--- src/rtl/exc_entry_pkg.sv ---
// Package: shared types and field positions for the exception entry controller.
// Assumes 32-bit registers and a 4-bit fault type encoding.
package exc_entry_pkg;

    // Fault type encoding presented on fault_i
    typedef enum logic [3:0] {
        FLT_SYSCALL  = 4'd0,
        FLT_RSVD     = 4'd1,
        FLT_OVF      = 4'd2,
        FLT_TRAP     = 4'd3,
        FLT_BRK      = 4'd4,
        FLT_MCHK     = 4'd5,
        FLT_CPUNUSE  = 4'd6,
        FLT_ADDRERR  = 4'd7,
        FLT_TLBINV   = 4'd8,
        FLT_TLBMISS  = 4'd9,
        FLT_TLBMOD   = 4'd10,
        FLT_INTR     = 4'd11,
        FLT_RESET    = 4'd12,
        FLT_SRESET   = 4'd13,
        FLT_NMI      = 4'd14,
        FLT_UNDEF    = 4'd15
    } fault_e;

    // How a request is handled
    typedef enum logic [1:0] {
        KIND_EXC   = 2'd0,
        KIND_RESET = 2'd1,
        KIND_UNSUP = 2'd2
    } kind_e;

    // Decoded request
    typedef struct packed {
        kind_e      kind;
        logic       low_vec;   // 1: offset 0x000, 0: general offset
        logic [4:0] code;
    } fault_info_t;

    // Software register select
    typedef enum logic [1:0] {
        SEL_STATUS = 2'd0,
        SEL_CAUSE  = 2'd1,
        SEL_EPC    = 2'd2,
        SEL_SHADOW = 2'd3
    } sel_e;

    // Status bit positions
    localparam int ST_EXL = 1;
    localparam int ST_BEV = 22;
    localparam int ST_CU1 = 29;

    // Cause field positions
    localparam int CA_BD      = 31;
    localparam int CA_CE_LSB  = 28;
    localparam int CA_CE_W    = 2;
    localparam int CA_CODE_LSB = 2;
    localparam int CA_CODE_W  = 5;

endpackage

--- src/rtl/exc_fault_decode.sv ---
// Module: exc_fault_decode
// Turns a raw fault type into its handling kind, vector class and cause code.
// Assumes the encoding of exc_entry_pkg::fault_e; purely combinational.
module exc_fault_decode
    import exc_entry_pkg::*;
(
    input  logic [3:0]  fault_i,
    output fault_info_t info_o
);

    // Map each fault type to kind, offset class and code
    always_comb begin
        info_o.kind    = KIND_EXC;
        info_o.low_vec = 1'b0;
        info_o.code    = 5'd0;
        case (fault_e'(fault_i))
            FLT_SYSCALL: info_o.code = 5'd8;
            FLT_RSVD:    info_o.code = 5'd10;
            FLT_OVF:     info_o.code = 5'd12;
            FLT_TRAP:    info_o.code = 5'd13;
            FLT_BRK:     info_o.code = 5'd9;
            FLT_MCHK:    info_o.code = 5'd24;
            FLT_CPUNUSE: info_o.code = 5'd11;
            FLT_ADDRERR: info_o.code = 5'd0;
            FLT_TLBINV:  info_o.code = 5'd0;
            FLT_TLBMISS: info_o.code = 5'd0;
            FLT_TLBMOD:  info_o.code = 5'd1;
            FLT_INTR:    info_o.low_vec = 1'b1;
            FLT_RESET: begin
                info_o.kind    = KIND_RESET;
                info_o.low_vec = 1'b1;
            end
            default: begin
                info_o.kind    = KIND_UNSUP;
                info_o.low_vec = 1'b1;
            end
        endcase
    end

endmodule

--- src/rtl/exc_vector_gen.sv ---
// Module: exc_vector_gen
// Forms the handler address from the request kind, vector class and BEV.
// Assumes BEV is the value held before the request; combinational.
module exc_vector_gen
    import exc_entry_pkg::*;
#(
    parameter logic [31:0] RESET_VEC  = 32'hBFC0_0000,
    parameter logic [31:0] BOOT_BASE  = 32'hBFC0_0200,
    parameter logic [31:0] RUN_BASE   = 32'h8000_0000,
    parameter logic [31:0] GEN_OFFSET = 32'h0000_0180
) (
    input  kind_e       kind_i,
    input  logic        low_vec_i,
    input  logic        bev_i,
    output logic [31:0] addr_o
);

    logic [31:0] base;
    logic [31:0] offset;

    // Choose base and offset, reset overrides both
    always_comb begin
        base   = bev_i ? BOOT_BASE : RUN_BASE;
        offset = low_vec_i ? 32'h0 : GEN_OFFSET;
        addr_o = (kind_i == KIND_RESET) ? RESET_VEC : (base + offset);
    end

endmodule

--- src/rtl/exc_csr_file.sv ---
// Module: exc_csr_file
// Holds status, cause, exception PC and shadow control registers and applies
// the trap-entry updates on the edge that samples take_i.
// Assumes take_i lasts one cycle per request and has priority over software.
module exc_csr_file
    import exc_entry_pkg::*;
#(
    parameter int SET_W       = 4,
    parameter int INSN_BYTES  = 4
) (
    input  logic        clk,
    input  logic        rst_n,
    input  logic        take_i,
    input  fault_info_t info_i,
    input  logic [31:0] pc_i,
    input  logic [31:0] npc_i,
    input  logic        sw_we_i,
    input  logic [1:0]  sw_sel_i,
    input  logic [31:0] sw_wdata_i,
    output logic [31:0] status_o,
    output logic [31:0] cause_o,
    output logic [31:0] epc_o,
    output logic [31:0] shadow_o
);

    localparam int CUR_LSB  = 0;
    localparam int PREV_LSB = SET_W;
    localparam int ESS_LSB  = 2 * SET_W;
    localparam logic [31:0] INSN = 32'(INSN_BYTES);
    localparam logic [31:0] STATUS_RST = 32'(1) << ST_BEV;

    logic [31:0] status_q, cause_q, epc_q, shadow_q;
    logic [31:0] status_n, cause_n, epc_n, shadow_n;
    logic        do_exc, do_rst, in_slot, may_rotate;

    assign do_exc     = take_i && (info_i.kind == KIND_EXC);
    assign do_rst     = take_i && (info_i.kind == KIND_RESET);
    assign in_slot    = (npc_i != (pc_i + INSN));
    assign may_rotate = !status_q[ST_EXL] && !status_q[ST_BEV];

    // Next-state: software write first, then trap updates on top
    always_comb begin
        status_n = status_q;
        cause_n  = cause_q;
        epc_n    = epc_q;
        shadow_n = shadow_q;
        if (sw_we_i && !take_i) begin
            case (sel_e'(sw_sel_i))
                SEL_STATUS: status_n = sw_wdata_i;
                SEL_CAUSE:  cause_n  = sw_wdata_i;
                SEL_EPC:    epc_n    = sw_wdata_i;
                default:    shadow_n = sw_wdata_i;
            endcase
        end
        if (do_exc) begin
            if (may_rotate) begin
                shadow_n[PREV_LSB +: SET_W] = shadow_q[CUR_LSB +: SET_W];
                shadow_n[CUR_LSB +: SET_W]  = shadow_q[ESS_LSB +: SET_W];
            end
            status_n[ST_EXL] = 1'b1;
            epc_n = in_slot ? (pc_i - INSN) : pc_i;
            cause_n[CA_BD] = in_slot;
            cause_n[CA_CE_LSB +: CA_CE_W] = '0;
            cause_n[CA_CODE_LSB +: CA_CODE_W] = info_i.code;
        end
        if (do_rst) begin
            status_n[ST_CU1] = 1'b1;
        end
    end

    // Register update with synchronous reset
    always_ff @(posedge clk) begin
        if (!rst_n) begin
            status_q <= STATUS_RST;
            cause_q  <= '0;
            epc_q    <= '0;
            shadow_q <= '0;
        end else begin
            status_q <= status_n;
            cause_q  <= cause_n;
            epc_q    <= epc_n;
            shadow_q <= shadow_n;
        end
    end

    assign status_o = status_q;
    assign cause_o  = cause_q;
    assign epc_o    = epc_q;
    assign shadow_o = shadow_q;

    a_r1_shadow_rotate: assert property (@(posedge clk) disable iff (!rst_n)
        (take_i && info_i.kind == KIND_EXC && !status_q[ST_EXL] && !status_q[ST_BEV])
        |=> (shadow_q[PREV_LSB +: SET_W] == $past(shadow_q[CUR_LSB +: SET_W]))
         && (shadow_q[CUR_LSB +: SET_W] == $past(shadow_q[ESS_LSB +: SET_W])));

    a_r2_shadow_hold: assert property (@(posedge clk) disable iff (!rst_n)
        (take_i && info_i.kind == KIND_EXC && (status_q[ST_EXL] || status_q[ST_BEV]))
        |=> $stable(shadow_q));

    a_r3_exl_set: assert property (@(posedge clk) disable iff (!rst_n)
        (take_i && info_i.kind == KIND_EXC) |=> status_q[ST_EXL]);

    a_r4_epc_plain: assert property (@(posedge clk) disable iff (!rst_n)
        (take_i && info_i.kind == KIND_EXC && npc_i == pc_i + INSN)
        |=> (epc_q == $past(pc_i)));

    a_r8_reset_keeps_state: assert property (@(posedge clk) disable iff (!rst_n)
        (take_i && info_i.kind == KIND_RESET)
        |=> status_q[ST_CU1] && $stable(epc_q) && $stable(cause_q) && $stable(shadow_q));

    a_r9_unsup_no_change: assert property (@(posedge clk) disable iff (!rst_n)
        (take_i && info_i.kind == KIND_UNSUP)
        |=> $stable(status_q) && $stable(cause_q) && $stable(epc_q) && $stable(shadow_q));

endmodule

--- src/rtl/exc_entry_ctrl.sv ---
// Module: exc_entry_ctrl (top)
// Trap entry controller: decodes the request, updates the privileged
// registers and presents a registered fetch redirect one cycle later.
// Assumes requests are one cycle wide; soft reset and NMI are only flagged.
module exc_entry_ctrl
    import exc_entry_pkg::*;
#(
    parameter int          SET_W      = 4,
    parameter int          INSN_BYTES = 4,
    parameter logic [31:0] RESET_VEC  = 32'hBFC0_0000,
    parameter logic [31:0] BOOT_BASE  = 32'hBFC0_0200,
    parameter logic [31:0] RUN_BASE   = 32'h8000_0000,
    parameter logic [31:0] GEN_OFFSET = 32'h0000_0180
) (
    input  logic        clk,
    input  logic        rst_n,
    input  logic        take_i,
    input  logic [3:0]  fault_i,
    input  logic [31:0] pc_i,
    input  logic [31:0] npc_i,
    input  logic        sw_we_i,
    input  logic [1:0]  sw_sel_i,
    input  logic [31:0] sw_wdata_i,
    output logic [31:0] status_o,
    output logic [31:0] cause_o,
    output logic [31:0] epc_o,
    output logic [31:0] shadow_o,
    output logic        redir_valid_o,
    output logic [31:0] redir_addr_o,
    output logic        unsup_o
);

    fault_info_t info;
    logic [31:0] vec_addr;
    logic        serviced;

    exc_fault_decode u_decode (
        .fault_i (fault_i),
        .info_o  (info)
    );

    exc_vector_gen #(
        .RESET_VEC  (RESET_VEC),
        .BOOT_BASE  (BOOT_BASE),
        .RUN_BASE   (RUN_BASE),
        .GEN_OFFSET (GEN_OFFSET)
    ) u_vector (
        .kind_i    (info.kind),
        .low_vec_i (info.low_vec),
        .bev_i     (status_o[ST_BEV]),
        .addr_o    (vec_addr)
    );

    exc_csr_file #(
        .SET_W      (SET_W),
        .INSN_BYTES (INSN_BYTES)
    ) u_csr (
        .clk        (clk),
        .rst_n      (rst_n),
        .take_i     (take_i),
        .info_i     (info),
        .pc_i       (pc_i),
        .npc_i      (npc_i),
        .sw_we_i    (sw_we_i),
        .sw_sel_i   (sw_sel_i),
        .sw_wdata_i (sw_wdata_i),
        .status_o   (status_o),
        .cause_o    (cause_o),
        .epc_o      (epc_o),
        .shadow_o   (shadow_o)
    );

    assign serviced = take_i && (info.kind != KIND_UNSUP);

    // Register the redirect strobe, its address and the unsupported flag
    always_ff @(posedge clk) begin
        if (!rst_n) begin
            redir_valid_o <= 1'b0;
            redir_addr_o  <= '0;
            unsup_o       <= 1'b0;
        end else begin
            redir_valid_o <= serviced;
            unsup_o       <= take_i && (info.kind == KIND_UNSUP);
            if (serviced) begin
                redir_addr_o <= vec_addr;
            end
        end
    end

    a_r9_unsup_no_redirect: assert property (@(posedge clk) disable iff (!rst_n)
        unsup_o |-> !redir_valid_o);

    a_r10_redirect_follows_take: assert property (@(posedge clk) disable iff (!rst_n)
        redir_valid_o |-> $past(take_i));

    a_r10_reset_addr: assert property (@(posedge clk) disable iff (!rst_n)
        (take_i && info.kind == KIND_RESET) |=> (redir_valid_o && redir_addr_o == RESET_VEC));

endmodule

--- config.mk ---
export PLATFORM = sky130hd
export DESIGN_NAME = exc_entry_ctrl
export DESIGN_NICKNAME = d
export VERILOG_FILES = /design/src/rtl/exc_entry_pkg.sv /design/src/rtl/exc_fault_decode.sv /design/src/rtl/exc_vector_gen.sv /design/src/rtl/exc_csr_file.sv /design/src/rtl/exc_entry_ctrl.sv
export SDC_FILE = /design/constraint.sdc
export NUM_CORES = 1
export LEC_CHECK = 0
export ABC_AREA = 1
export CAP_MARGIN = 20
export CORE_MARGIN = 4
export CORE_UTILIZATION = 45
export CTS_CLUSTER_DIAMETER = 80
export CTS_CLUSTER_SIZE = 14
export DETAILED_ROUTE_END_ITERATION = 10
export GPL_ROUTABILITY_DRIVEN = 0
export GPL_TIMING_DRIVEN = 0
export PLACE_DENSITY = 0.77
export SETUP_SLACK_MARGIN = 0.15
export SLEW_MARGIN = 40
export SYNTH_ARGS = -nofsm -noshare
export SYNTH_HDL_FRONTEND = slang
export SYNTH_HIERARCHICAL = 1
export SYNTH_SLANG_ARGS = --single-unit
--- constraint.sdc ---
create_clock -name clk -period 3.1 [get_ports clk]
set_input_delay 0.465 -clock clk [delete_from_list [all_inputs] [get_ports clk]]
set_output_delay 0.465 -clock clk [all_outputs]
set_load 0.03 [all_outputs]
# After elaboration in Yosys (flattened, before gate mapping)
# Cells that the tools add are included.
[op_classes]
addsub = 3
bitwise_logic = 2
reduce_logical = 29
n_eq_ne = 18
n_mux = 21
[ops]
columns = ["cell", "n"]
rows = [
  ["$mux W32", 7],
  ["$mux W30", 3],
  ["$pmux W5 S8", 1],
  ["$add A32 B3 Y32 const B", 1],
  ["$add A32 B32 Y32", 1],
  ["$mux W8", 4],
  ["$ne A32 B32 Y1", 1],
  ["$sub A32 B3 Y32 const B", 1],
  ["$eq A4 B4 Y1 const B", 5],
  ["$eq A4 B3 Y1 const B", 4],
  ["$reduce_and A2 Y1", 7],
  ["$reduce_bool A2 Y1", 6],
  ["$reduce_or A12 Y1", 1],
  ["$reduce_or A11 Y1", 1],
  ["$mux W9", 1],
  ["$eq A4 B2 Y1 const B", 2],
  ["$logic_and A1 B1 Y1", 6],
  ["$mux W5", 1],
  ["$eq A2 B1 Y1 const B", 2],
  ["$eq A2 B2 Y1 const B", 2],
  ["$eq A4 B1 Y1 const B", 1],
  ["$logic_not A2 Y1", 2],
  ["$logic_not A4 Y1", 1],
  ["$pmux W2 S2", 1],
  ["other kinds (6)", 11],
]
[word_totals]
ff_bits = 162
out_inout_bits = 162
elab_cells = 85

# Logic depth before layout (Yosys ltp)
# Gate-level depths: netlist (run 1).
[depth]
word_depth = 7
depth_mapped = 20

# Hierarchy
# Netlist (run 1), hierarchy kept.
[by_module_without_submodules]
columns = ["module", "seq_area_each_um2", "cells_per_inst", "n_inst", "area_each_um2"]
rows = [
  ["exc_csr_file", 2562.5, 1220, 1, 7920.1],
  ["exc_entry_ctrl", 680.7, 217, 1, 1566.5],
  ["exc_vector_gen", 0.0, 37, 1, 250.2],
  ["exc_fault_decode", 0.0, 25, 1, 112.6],
]

# Worst setup path after synthesis (run 1)
# Ideal clock, no wire load.
[synth_timing]
path_type = "input port to flip-flop"
from = "input pc_i[9]"
to = "register u_csr.epc_q[23], in the netlist u_csr/epc_o[23]"
slack_ns = 0.807
arrival_time_ns = 2.172
required_ns = 2.978
path_stages = 16
path_cell_list = "buf_2 nand2_1 nor2_4 nand2_4 xnor2_1 nand3_1 nor2_1 nand2_1 nor2_2 nand2_2 nor2_4 buf_6 buf_8 nand3_1 nand3_2 a21oi_2"
[synth_via]
elab_chain_len = 4
elab_cells_between_ends = 5
cone_classes = "add/sub: 2; eq/ne: 1; mux: 2"
[synth_lines]
columns = ["element", "line_no", "rtl"]
rows = [
  ["from (decl)", "exc_entry_ctrl.sv:19", "input logic [31:0] pc_i,"],
  ["$add A32 B3 Y32", "exc_csr_file.sv:38", "assign in_slot = (npc_i != (pc_i + INSN));"],
  ["$ne A32 B32 Y1", "exc_csr_file.sv:38", ""],
  ["$mux W32 (*)", "exc_csr_file.sv:61", "epc_n = in_slot ? (pc_i - INSN) : pc_i;"],
  ["$mux W32 (*)", "exc_csr_file.sv:55", "if (do_exc) begin"],
  ["to (signal assigned)", "exc_csr_file.sv:81", "epc_q <= epc_n;"],
  ["to (decl)", "exc_csr_file.sv:32", "logic [31:0] status_q, cause_q, epc_q, shadow_q;"],
]
# Mark *: on every way between the ends. The rest lies on a longest branch, timed or not.
# A chain may end at the register's enable or synchronous reset.

# Worst setup path in the final report (run 1)
[layout_timing]
from = "input pc_i[7]"
to = "register u_csr.epc_q[23], in the netlist u_csr/epc_o[23]"
# Same word-level chain as after synthesis.

==> out/qor.csv, run 1 <==
stage,metric,value,unit
run_status,status,"complete, no violations",
grt,initial antenna violation count,0,
timing,worst slew pin tran,0.638,ns
grt,grt ovf,0,
timing,Final Hold Fails,0,
layout,Final nets,1900,
synth,Mapped Cells,1499,
placed_design,cell count after placement,2046,
power,LEAKAGE,5.80,nW
die,height of the chip,156,um
min_path,Worst Min Path Start,rst_n,
layout,final core occ,63.1,%
die,row cnt,53,
min_path,Hold Crit Depth,3,
layout,area grow syn2layout,36.4,%
clock_network,TritonCTS buffer count,17,
timing,FMAX,0.362,GHz
setup_path,Most Frequent Cell on Critical Path,nand2_1,
setup_path,RR Startpoint,u_csr/status_o[22],
setup_path,Crit. Startpoint,pc_i[7],
drt,DRC viols,0,
timing,final critical-path required period,2.76,ns
setup_path,slowest cell on the critical path,clkdlybuf4s50_1,
drt,total iterations of the first detailed-routing run,6,
placed_design,hpwl dp,26500,um
timing,clk_skew,0.00593,ns
timing,Worst Hold Slack,0.302,ns
synth,synth cell count leaders,"281 x nand2_1, 272 x nor2_1, 162 x dfxtp_1, 144 x o21ai_0, 133 x inv_1",
timing,final period utilization,89.1,%
placed_design,I/O Buffers,253,
grt,first-pass GRT wire length,52200,um
synth,ys flop type,dfxtp_1,
synth,ys async rst share,0,%
drt,Initial DRC Count,943,
die,IO Pins,268,
drt,DRT Wirelength,33500,um
flow_run,max_cap viols,0,
clock_network,CTS sink cnt,162,
min_path,min-delay worst type,input port to flop,
synth,Mean Syn Cell Area,6.57,um2
die,core area,21300,um2
setup_path,"Largest delay share family, worst path",simple AND/OR/NAND/NOR gates,
setup_path,Crit Path Class,input port to flop,
die,starting density of the core,46.3,%
power,maximum VDD drop,319,uV
layout,n_diodes,0,
synth,Yosys top cell area share,32.9,%
setup_path,Stages on worst setup path,18,
clock_network,clock-pin slew on the worst setup and hold paths,0.07,ns
clock_network,CTS tree,built,
synth,number of enable flip-flop cells after synthesis,0,
drt,routed len/inst,16.1,um
setup_path,Buf/Inv on CP,3,
synth,Yosys Warn Count,6,
setup_path,Slowest Stage Delay on Critical Path,0.61,ns
grt,total track usage,26.6,%
synth,post-synthesis cell area,9850,um2
drt,ANT nets after route,0,
layout,Finished Layout Cells,2080,
synth,Seq cells post-synth,162,
timing,RSZ-0062 raised after global routing,yes,
synth,count of different cell masters after synthesis,43,
die,Die W,156,um
die,die footprint,24300,um2
grt,vias in the first global route,10067,
setup_path,WP data arrival,3.08,ns
timing,final setup violation count,0,
layout,share of cells above drive strength 1,11.6,%
timing,max-slew violation count,0,
setup_path,worst-path cell chain,clkdlybuf4s50_1 > nand2_1 > nor2_4 > nand2_4 > nor2_8 > nand2_2 > nand2_1 > nand2_1 > nor2_1 > nand2_1 > nor2_2 > nand2_2 > nor2_4 > buf_6 > buf_8 > nand3_1 > nand3_2 > a21oi_2,
clock_network,number of H-tree levels,4,
power,Power Density,423,nW/um2
synth,register area share after synthesis,32.9,%
timing,slew margin rel.,57.2,%
clock_network,Longest Clk Path Bufs,2,
synth,leading area contributor after synthesis,dfxtp_1,
setup_path,critical path endpoint category,flop,
clock_network,clock root cell,clkbuf_16,
setup_path,CP max FO,10,
setup_path,critical path required time,3.42,ns
setup_path,CP startpoint kind,input port,
clock_network,"Clk Latency, worst-skew pair",0.43,ns
drt,vias per cell,5.23,
layout,fillers,1944,
synth,most frequent cell after synthesis,nand2_1,
drt,Vias,10872,
synth,ranking of synthesized cells by area,"dfxtp_1 33%, nand2_1 11%, nor2_1 10%",
grt,pin count of the biggest net entering global routing,18,
setup_path,Worst R2R Path Depth,5,
power,Tot Pwr,0.00568,W
==> sequential cells by signal, summed over array words and instances (netlist names) <==
register        cells
redir_addr_o       32
u_csr/epc_o        32
u_csr/shadow_o     32
u_csr/status_o     32
unsup_o             1
u_csr/cause_o      32
redir_valid_o       1
==> cells by family (layout without fill, tap and decap cells) <==
family | after synthesis | after routing | share of synthesized area (%)
AOI/OAI and AO/OA | 243 | 243 | 13.2
xor gates and xnor gates | 47 | 47 | 4.26
adders and majority gates | 2 | 2 | 0.254
buffers and inverters | 250 | 537 | 12.2
DFF | 162 | 162 | 32.9
other | 2 | 21 | 0.0762
and+or+nand+nor | 793 | 793 | 37.1
==> routing by layer <==
metal  track usage [%]  routed length, um
met1              34.9              14100
met5                 0                  0
met3              5.60               2820
met2              43.9              15700
met4              8.42                921
==> where the power goes <==
part	total, W	internal [W]	switching, W
logic	0.00139	0.000548	0.000837
registers	0.00226	0.00220	0.0000654
clock network	0.00203	0.00107	0.000965
total	0.00568	0.00381	0.00187
==> tightest hold or removal path, cell delays in order <==
cell	delay, ns
buf_2	0.13
nand2_1	0.07
nor2_1	0.03
==> final cells by class <==
class / instances / area, um2 / area share [%]
timing repair buffer: 255 / 2560 / 19.1
clock buffer: 17 / 425 / 3.17
buffer: 112 / 679 / 5.06
inverter: 138 / 518 / 3.85
sequential: 162 / 3240 / 24.1
clock inverter: 15 / 146 / 1.09
multi-input combinational: 1106 / 5520 / 41.1
tap: 275 / 344 / 2.56
==> worst paths after layout <==
kind / endpoint / slack (ns)
max: u_csr/epc_o[23] / 0.34
min: redir_addr_o[27] / 0.30
max reg2reg: u_csr/shadow_o[6] / 1.58
min reg2reg: u_csr/cause_o[5] / 0.47
==> metrics by stage <==
stage	worst slack [ns]	cell area, um2	TNS [ns]
after floorplan	0.807	9920	0
after global placement	-0.233	12800	-3.86
after detailed placement	-0.258	12800	-5.23
after CTS	0.184	13400	0
after global routing	0.117	13400	0
final	0.337	13400	0
==> cells in the final DEF, fill, tap and decap left out, types with 5 or more instances in the layout <==
cell type	instances
a31oi_1	14
inv_2	5
nor2_4	13
conb_1	21
nand2_2	22
nand3_1	112
xnor2_1	16
buf_4	37
nor2_1	270
nand3_2	33
nand2_4	6
clkdlybuf4s50_1	247
a21oi_1	64
dfxtp_1	162
a21oi_2	10
nand3b_1	11
inv_1	133
nand4_1	11
nor3_1	14
nor2_2	10
buf_1	5
dlymetal6s2s_1	6
clkbuf_16	17
xor2_1	30
clkbuf_1	40
inv_8	5
buf_6	10
nand2_1	281
buf_2	20
o21ai_0	144
==> timing repair <==
action | in CTS | in global routing
setup endpoints to repair | 0 | 41
buffers inserted | 0 | 2
gates resized for setup | 0 | 14
hold buffers | 0 | 0
endpoints found under the hold margin | 0 | 0
No activity file was read; power rests on OpenSTA's default activity.
==> run 2, diff against run 1 <==
--- a/config.mk
+++ b/config.mk
@@ -8,13 +8,13 @@
 export ABC_AREA = 1
 export CAP_MARGIN = 20
 export CORE_MARGIN = 4
-export CORE_UTILIZATION = 45
+export CORE_UTILIZATION = 50
 export CTS_CLUSTER_DIAMETER = 80
 export CTS_CLUSTER_SIZE = 14
 export DETAILED_ROUTE_END_ITERATION = 10
 export GPL_ROUTABILITY_DRIVEN = 0
 export GPL_TIMING_DRIVEN = 0
-export PLACE_DENSITY = 0.77
+export PLACE_DENSITY = 0.84
 export SETUP_SLACK_MARGIN = 0.15
 export SLEW_MARGIN = 40
 export SYNTH_ARGS = -nofsm -noshare
==> out/qor.csv, run 2 (same netlist as run 1, synthesis figures left out) <==
stage,metric,value,unit,change
min_path,Hold Crit Depth,3,,unchanged
timing,RSZ-0062 raised after global routing,no,,
timing,Worst Hold Slack,0.313,ns,+0.0113 ns
timing,final period utilization,88.8,%,-0.27 points
clock_network,Longest Clk Path Bufs,2,,unchanged
layout,final core occ,69.2,%,+6.1 points
die,Die W,148,um,-4.9%
drt,ANT nets after route,0,,unchanged
timing,FMAX,0.363,GHz,+0.30%
clock_network,"Clk Latency, worst-skew pair",0.43,ns,about the same
grt,M3 GR Usage,5.48,%,-0.12 points
grt,grt ovf,0,,unchanged
power,Int Power,0.00381,W,about the same
power,sw frac,32.8,%,-0.085 points
power,maximum VDD drop,409,uV,+28%
clock_network,number of H-tree levels,4,,unchanged
die,height of the chip,148,um,-4.9%
die,die footprint,22000,um2,-9.5%
setup_path,CP startpoint kind,input port,,
power,Power Density,423,nW/um2,about the same
setup_path,WP data arrival,3.08,ns,about the same
timing,clk_skew,0.00653,ns,+0.000607 ns
run_status,status,"complete, no violations",,
timing,final worst slack,0.346,ns,+0.00838 ns
drt,Initial DRC Count,1031,,+9.3%
grt,M2 GR Usage,49.7,%,+5.8 points
setup_path,CP max FO,10,,unchanged
clock_network,clock root cell,clkbuf_16,,
grt,vias in the first global route,10134,,+0.67%
drt,total iterations of the first detailed-routing run,5,,-1
placed_design,Post-Place Setup Slack,-0.241,ns,+0.0167 ns
clock_network,clock-pin slew on the worst setup and hold paths,0.07,ns,about the same
clock_network,CTS sink cnt,162,,unchanged
power,Tot Pwr,0.00567,W,about the same
grt,total track usage,29.3,%,+2.6 points
power,LEAKAGE,5.83,nW,+0.59%
die,row cnt,51,,-3.8%
clock_network,cts hold-fix bufs,0,,unchanged
setup_path,Worst R2R Path Depth,5,,unchanged
placed_design,hpwl dp,26200,um,-1.2%
timing,final setup violation count,0,,unchanged
power,sequential share of power,39.9,%,about the same
layout,Final nets,1900,,unchanged
die,core area,19400,um2,-8.9%
die,starting density of the core,50.8,%,+4.5 points
layout,share of cells above drive strength 1,11.6,%,+0.055 points
drt,routed len/inst,16.0,um,-0.68%
power,Clock power frac,35.7,%,about the same
clock_network,CTS tree,built,,
placed_design,I/O Buffers,253,,unchanged
drt,Vias,10907,,+0.32%
setup_path,critical path endpoint category,flop,,
layout,most frequent cells in the layout,"281 x nand2_1, 270 x nor2_1, 245 x clkdlybuf4s50_1",,
grt,met1 GRT Util,37.5,%,+2.5 points
layout,area grow syn2layout,36.3,%,
timing,worst slew pin tran,0.781,ns,+0.143 ns
grt,first-pass GRT wire length,52000,um,-0.49%
drt,DRC viols,0,,unchanged
layout,"most common cell after layout, fill and taps aside",nand2_1,,
grt,initial antenna violation count,0,,unchanged
timing,Final Hold Fails,0,,unchanged
power,Comb power frac,24.5,%,about the same
grt,pin count of the biggest net entering global routing,18,,unchanged
setup_path,critical path required time,3.42,ns,about the same
timing,final critical-path required period,2.75,ns,-0.00838 ns
drt,vias per cell,5.27,,+0.81%
flow_run,max_cap viols,0,,unchanged
layout,n_diodes,0,,unchanged
timing,slew margin rel.,47.5,%,-9.6 points
layout,fillers,1676,,-14%
grt,most crowded layer after global routing,met2,,
setup_path,Crit Path Class,input port to flop,,
power,NetSw,0.00186,W,-0.35%
die,IO Pins,268,,unchanged
drt,DRT Wirelength,33100,um,-1.2%
clock_network,TritonCTS buffer count,17,,unchanged
timing,max-slew violation count,0,,unchanged
min_path,min-delay worst type,input port to flop,,
==> run 2: final cells by class <==
class | count | area, um2 | share of cell area, %
well taps | 265 | 332 | 2.47
plain buffers | 112 | 679 | 5.06
repair buffers | 255 | 2570 | 19.1
clock inverters | 15 | 139 | 1.03
multi-input cells | 1106 | 5520 | 41.1
flip-flops and latches | 162 | 3240 | 24.2
inverters | 138 | 518 | 3.86
clock buffers | 17 | 425 | 3.17
==> run 2: metal layers <==
metal | share of wire [%] | wire (um)
met1 | 40 | 13400
met2 | 48 | 15700
met3 | 8.5 | 2800
met4 | 3.6 | 1200
met5 | 0 | 0
==> run 2: worst paths after layout <==
kind | startpoint | end | slack, ns
max | fault_i[1] | u_csr/epc_o[16] | 0.35
max reg2reg | u_csr/status_o[22] | u_csr/shadow_o[5] | 1.58
min reg2reg | u_csr/cause_o[3] | u_csr/cause_o[3] | 0.47
min | rst_n | redir_addr_o[31] | 0.31
==> run 2: power groups by stage <==
| stage | Sequential [W] | Clock [W] | Combinational (W) |
|---|---|---|---|
| CTS | 0.00226 | 0.00203 | 0.00137 |
| finish | 0.00226 | 0.00202 | 0.00139 |
| detailed placement | 0.00231 | 0 | 0.00136 |
| global placement | 0.00230 | 0 | 0.00134 |
| floorplan | 0.00253 | 0 | 0.000576 |
| global route | 0.00228 | 0.00212 | 0.00149 |
==> run 2: through the flow <==
stage / setup TNS (ns) / std cells / cell area, um2
after floorplan: 0 / 1518 / 9920
after global placement: -3.03 / 2036 / 12800
after detailed placement: -4.54 / 2036 / 12800
after CTS: 0 / 2068 / 13300
after global routing: 0 / 2070 / 13400
final: 0 / 2070 / 13400
==> run 2: repair_timing <==
action	4_1_cts	5_1_grt
endpoints found under the setup margin	0	35
resized for setup	0	17
buffers inserted	0	2
==> run 2: critical path: stages <==
cell and delay [ns]:
clkdlybuf4s50_1 0.54, inv_1 0.17, a21oi_1 0.17, nor3_1 0.38, clkbuf_1 0.42, buf_1 0.54, nand3_1 0.23, nand2_1 0.11
inv_1 0.04
==> run 3, diff against run 2 <==
==> constraint.sdc (replaced) <==
create_clock -name clk -period 3 [get_ports clk]
set_input_delay 0.45 -clock clk [delete_from_list [all_inputs] [get_ports clk]]
set_output_delay 0.45 -clock clk [all_outputs]
set_load 0.03 [all_outputs]
==> out/qor.csv, run 3 (same netlist as run 1, synthesis figures left out) <==
stage,metric,value,unit,change
grt,vias in the first global route,10148,,+0.14%
die,Die W,148,um,unchanged
placed_design,Post-Place Setup Slack,-0.326,ns,-0.0850 ns
layout,area grow syn2layout,36.6,%,
timing,slew margin rel.,46.4,%,-1.1 points
layout,Finished Layout Cells,2070,,unchanged
timing,RSZ-0062 raised after global routing,no,,
die,starting density of the core,50.8,%,unchanged
clock_network,CTS sink cnt,162,,unchanged
clock_network,CTS tree,built,,
timing,Final Hold Fails,0,,unchanged
clock_network,number of H-tree levels,4,,unchanged
layout,final core occ,69.4,%,+0.18 points
grt,total track usage,29.3,%,+0.039 points
setup_path,WP data arrival,3.03,ns,-0.05 ns
timing,FMAX,0.367,GHz,
clock_network,TritonCTS buffer count,17,,unchanged
power,Power Density,436,nW/um2,+3.1%
grt,grt ovf,0,,unchanged
placed_design,hpwl dp,26200,um,unchanged
drt,total iterations of the first detailed-routing run,6,,+1
layout,Final nets,1900,,unchanged
power,maximum VDD drop,424,uV,+3.5%
die,height of the chip,148,um,unchanged
layout,share of cells above drive strength 1,12.0,%,+0.33 points
clock_network,"Clk Latency, worst-skew pair",0.43,ns,about the same
layout,most frequent cells in the layout,"280 x nand2_1, 268 x nor2_1, 241 x clkdlybuf4s50_1",,
setup_path,critical path required time,3.31,ns,-0.11 ns
timing,final period utilization,90.7,%,
timing,final worst slack,0.278,ns,-0.0676 ns
clock_network,Longest Clk Path Bufs,2,,unchanged
setup_path,CP startpoint kind,input port,,
drt,routed len/inst,16.1,um,+0.29%
clock_network,clock root cell,clkbuf_16,,
die,IO Pins,268,,unchanged
drt,DRT Wirelength,33200,um,+0.29%
setup_path,Crit Path Class,input port to flop,,
placed_design,I/O Buffers,253,,unchanged
timing,clk_skew,0.00831,ns,+0.00177 ns
timing,worst slew pin tran,0.798,ns,+0.0167 ns
drt,ANT nets after route,0,,unchanged
grt,pin count of the biggest net entering global routing,18,,unchanged
flow_run,max_cap viols,0,,unchanged
run_status,status,"complete, no violations",,
die,core area,19400,um2,unchanged
clock_network,clock-pin slew on the worst setup and hold paths,0.07,ns,about the same
drt,Initial DRC Count,969,,-6.0%
placed_design,cell count after placement,2036,,unchanged
drt,vias per cell,5.30,,+0.56%
die,row cnt,51,,unchanged
timing,final setup violation count,0,,unchanged
setup_path,CP max FO,10,,unchanged
timing,max-slew violation count,0,,unchanged
min_path,min-delay worst type,input port to flop,,
drt,DRC viols,0,,unchanged
setup_path,critical path endpoint category,flop,,
timing,final critical-path required period,2.72,ns,
layout,"most common cell after layout, fill and taps aside",nand2_1,,
power,LEAKAGE,5.87,nW,+0.70%
layout,n_diodes,0,,unchanged
die,die footprint,22000,um2,unchanged
drt,Vias,10968,,+0.56%
layout,fillers,1669,,-0.42%
grt,initial antenna violation count,0,,unchanged
grt,first-pass GRT wire length,52000,um,+0.12%
[run 3: changes by cell type in the layout (fill, tap and decap cells not counted), moves of 2 or more]
cell and change:
dlymetal6s2s_1 +4, nor2_1 -2, clkdlybuf4s50_1 -4, nor2_2 +2
[run 3: cell type report]
class                           instances  area, um2  share of cell area (%)
Sequential cell                       162       3240                    24.1
Timing Repair Buffer                  255       2580                    19.2
Clock inverter                         15        139                    1.03
Tap cell                              265        332                    2.46
Inverter                              138        518                    3.85
Clock buffer                           17        425                    3.16
Multi-Input combinational cell       1106       5540                    41.2
Buffer                                112        681                    5.06
[run 3: where the power goes]
group / internal (W) / total (W) / switching [W]
sequential: 0.00227 / 0.00234 / 0.0000676
clock: 0.00110 / 0.00209 / 0.000985
combinational: 0.000566 / 0.00144 / 0.000870
total: 0.00394 / 0.00586 / 0.00192
[run 3: metrics by stage]
stage	setup TNS, ns	hold slack [ns]	cell area [um2]	power [W]
2_1_floorplan	0	0.563	9920	0.00321
3_3_place_gp	-6.10	0.453	12800	0.00376
3_5_place_dp	-8.07	0.455	12800	0.00379
4_1_cts	0	0.295	13400	0.00585
5_1_grt	0	0.304	13500	0.00609
6_report	0	0.298	13500	0.00586
[run 3: path summary, 6_finish.rpt]
path         slack (ns)  depth (start not counted)                from           endpoint
max                0.28                         18            pc_i[17]     u_csr/epc_o[9]
min                0.30                          3               rst_n   redir_addr_o[27]
max reg2reg        1.52                          5  u_csr/status_o[22]  u_csr/shadow_o[5]
min reg2reg        0.47                          2    u_csr/cause_o[3]   u_csr/cause_o[3]
[run 3: routing by layer]
layer / up-vias / global-route usage (%) / wire length (um)
li1: 5344 / - / -
met1: 5052 / 37.5 / 13500
met2: 503 / 49.8 / 15800
met3: 69 / 5.48 / 2770
met4: 0 / 9.93 / 1200
met5: - / 0 / 0
[run 3: timing repair]
action	CTS	global route
resized for setup	1	27
pin swaps	1	4
endpoints found under the hold margin	0	0
hold buffers	0	0
buffers inserted	1	1
endpoints found under the setup margin	5	41
[run 3: critical path, stage by stage]
cell and delay, ns:
clkdlybuf4s50_1 0.61, nand2_1 0.11, nor2_1 0.19, nand2_1 0.11, nor2_1 0.15, nand2_1 0.06
nand2_1 0.08, nand2_1 0.07, nand2_2 0.11, nand3_1 0.08, nor2_1 0.16, nand2_1 0.12
nor2_4 0.14, buf_6 0.17, buf_12 0.15, nand3_2 0.07, nand3_1 0.12, a21oi_1 0.08
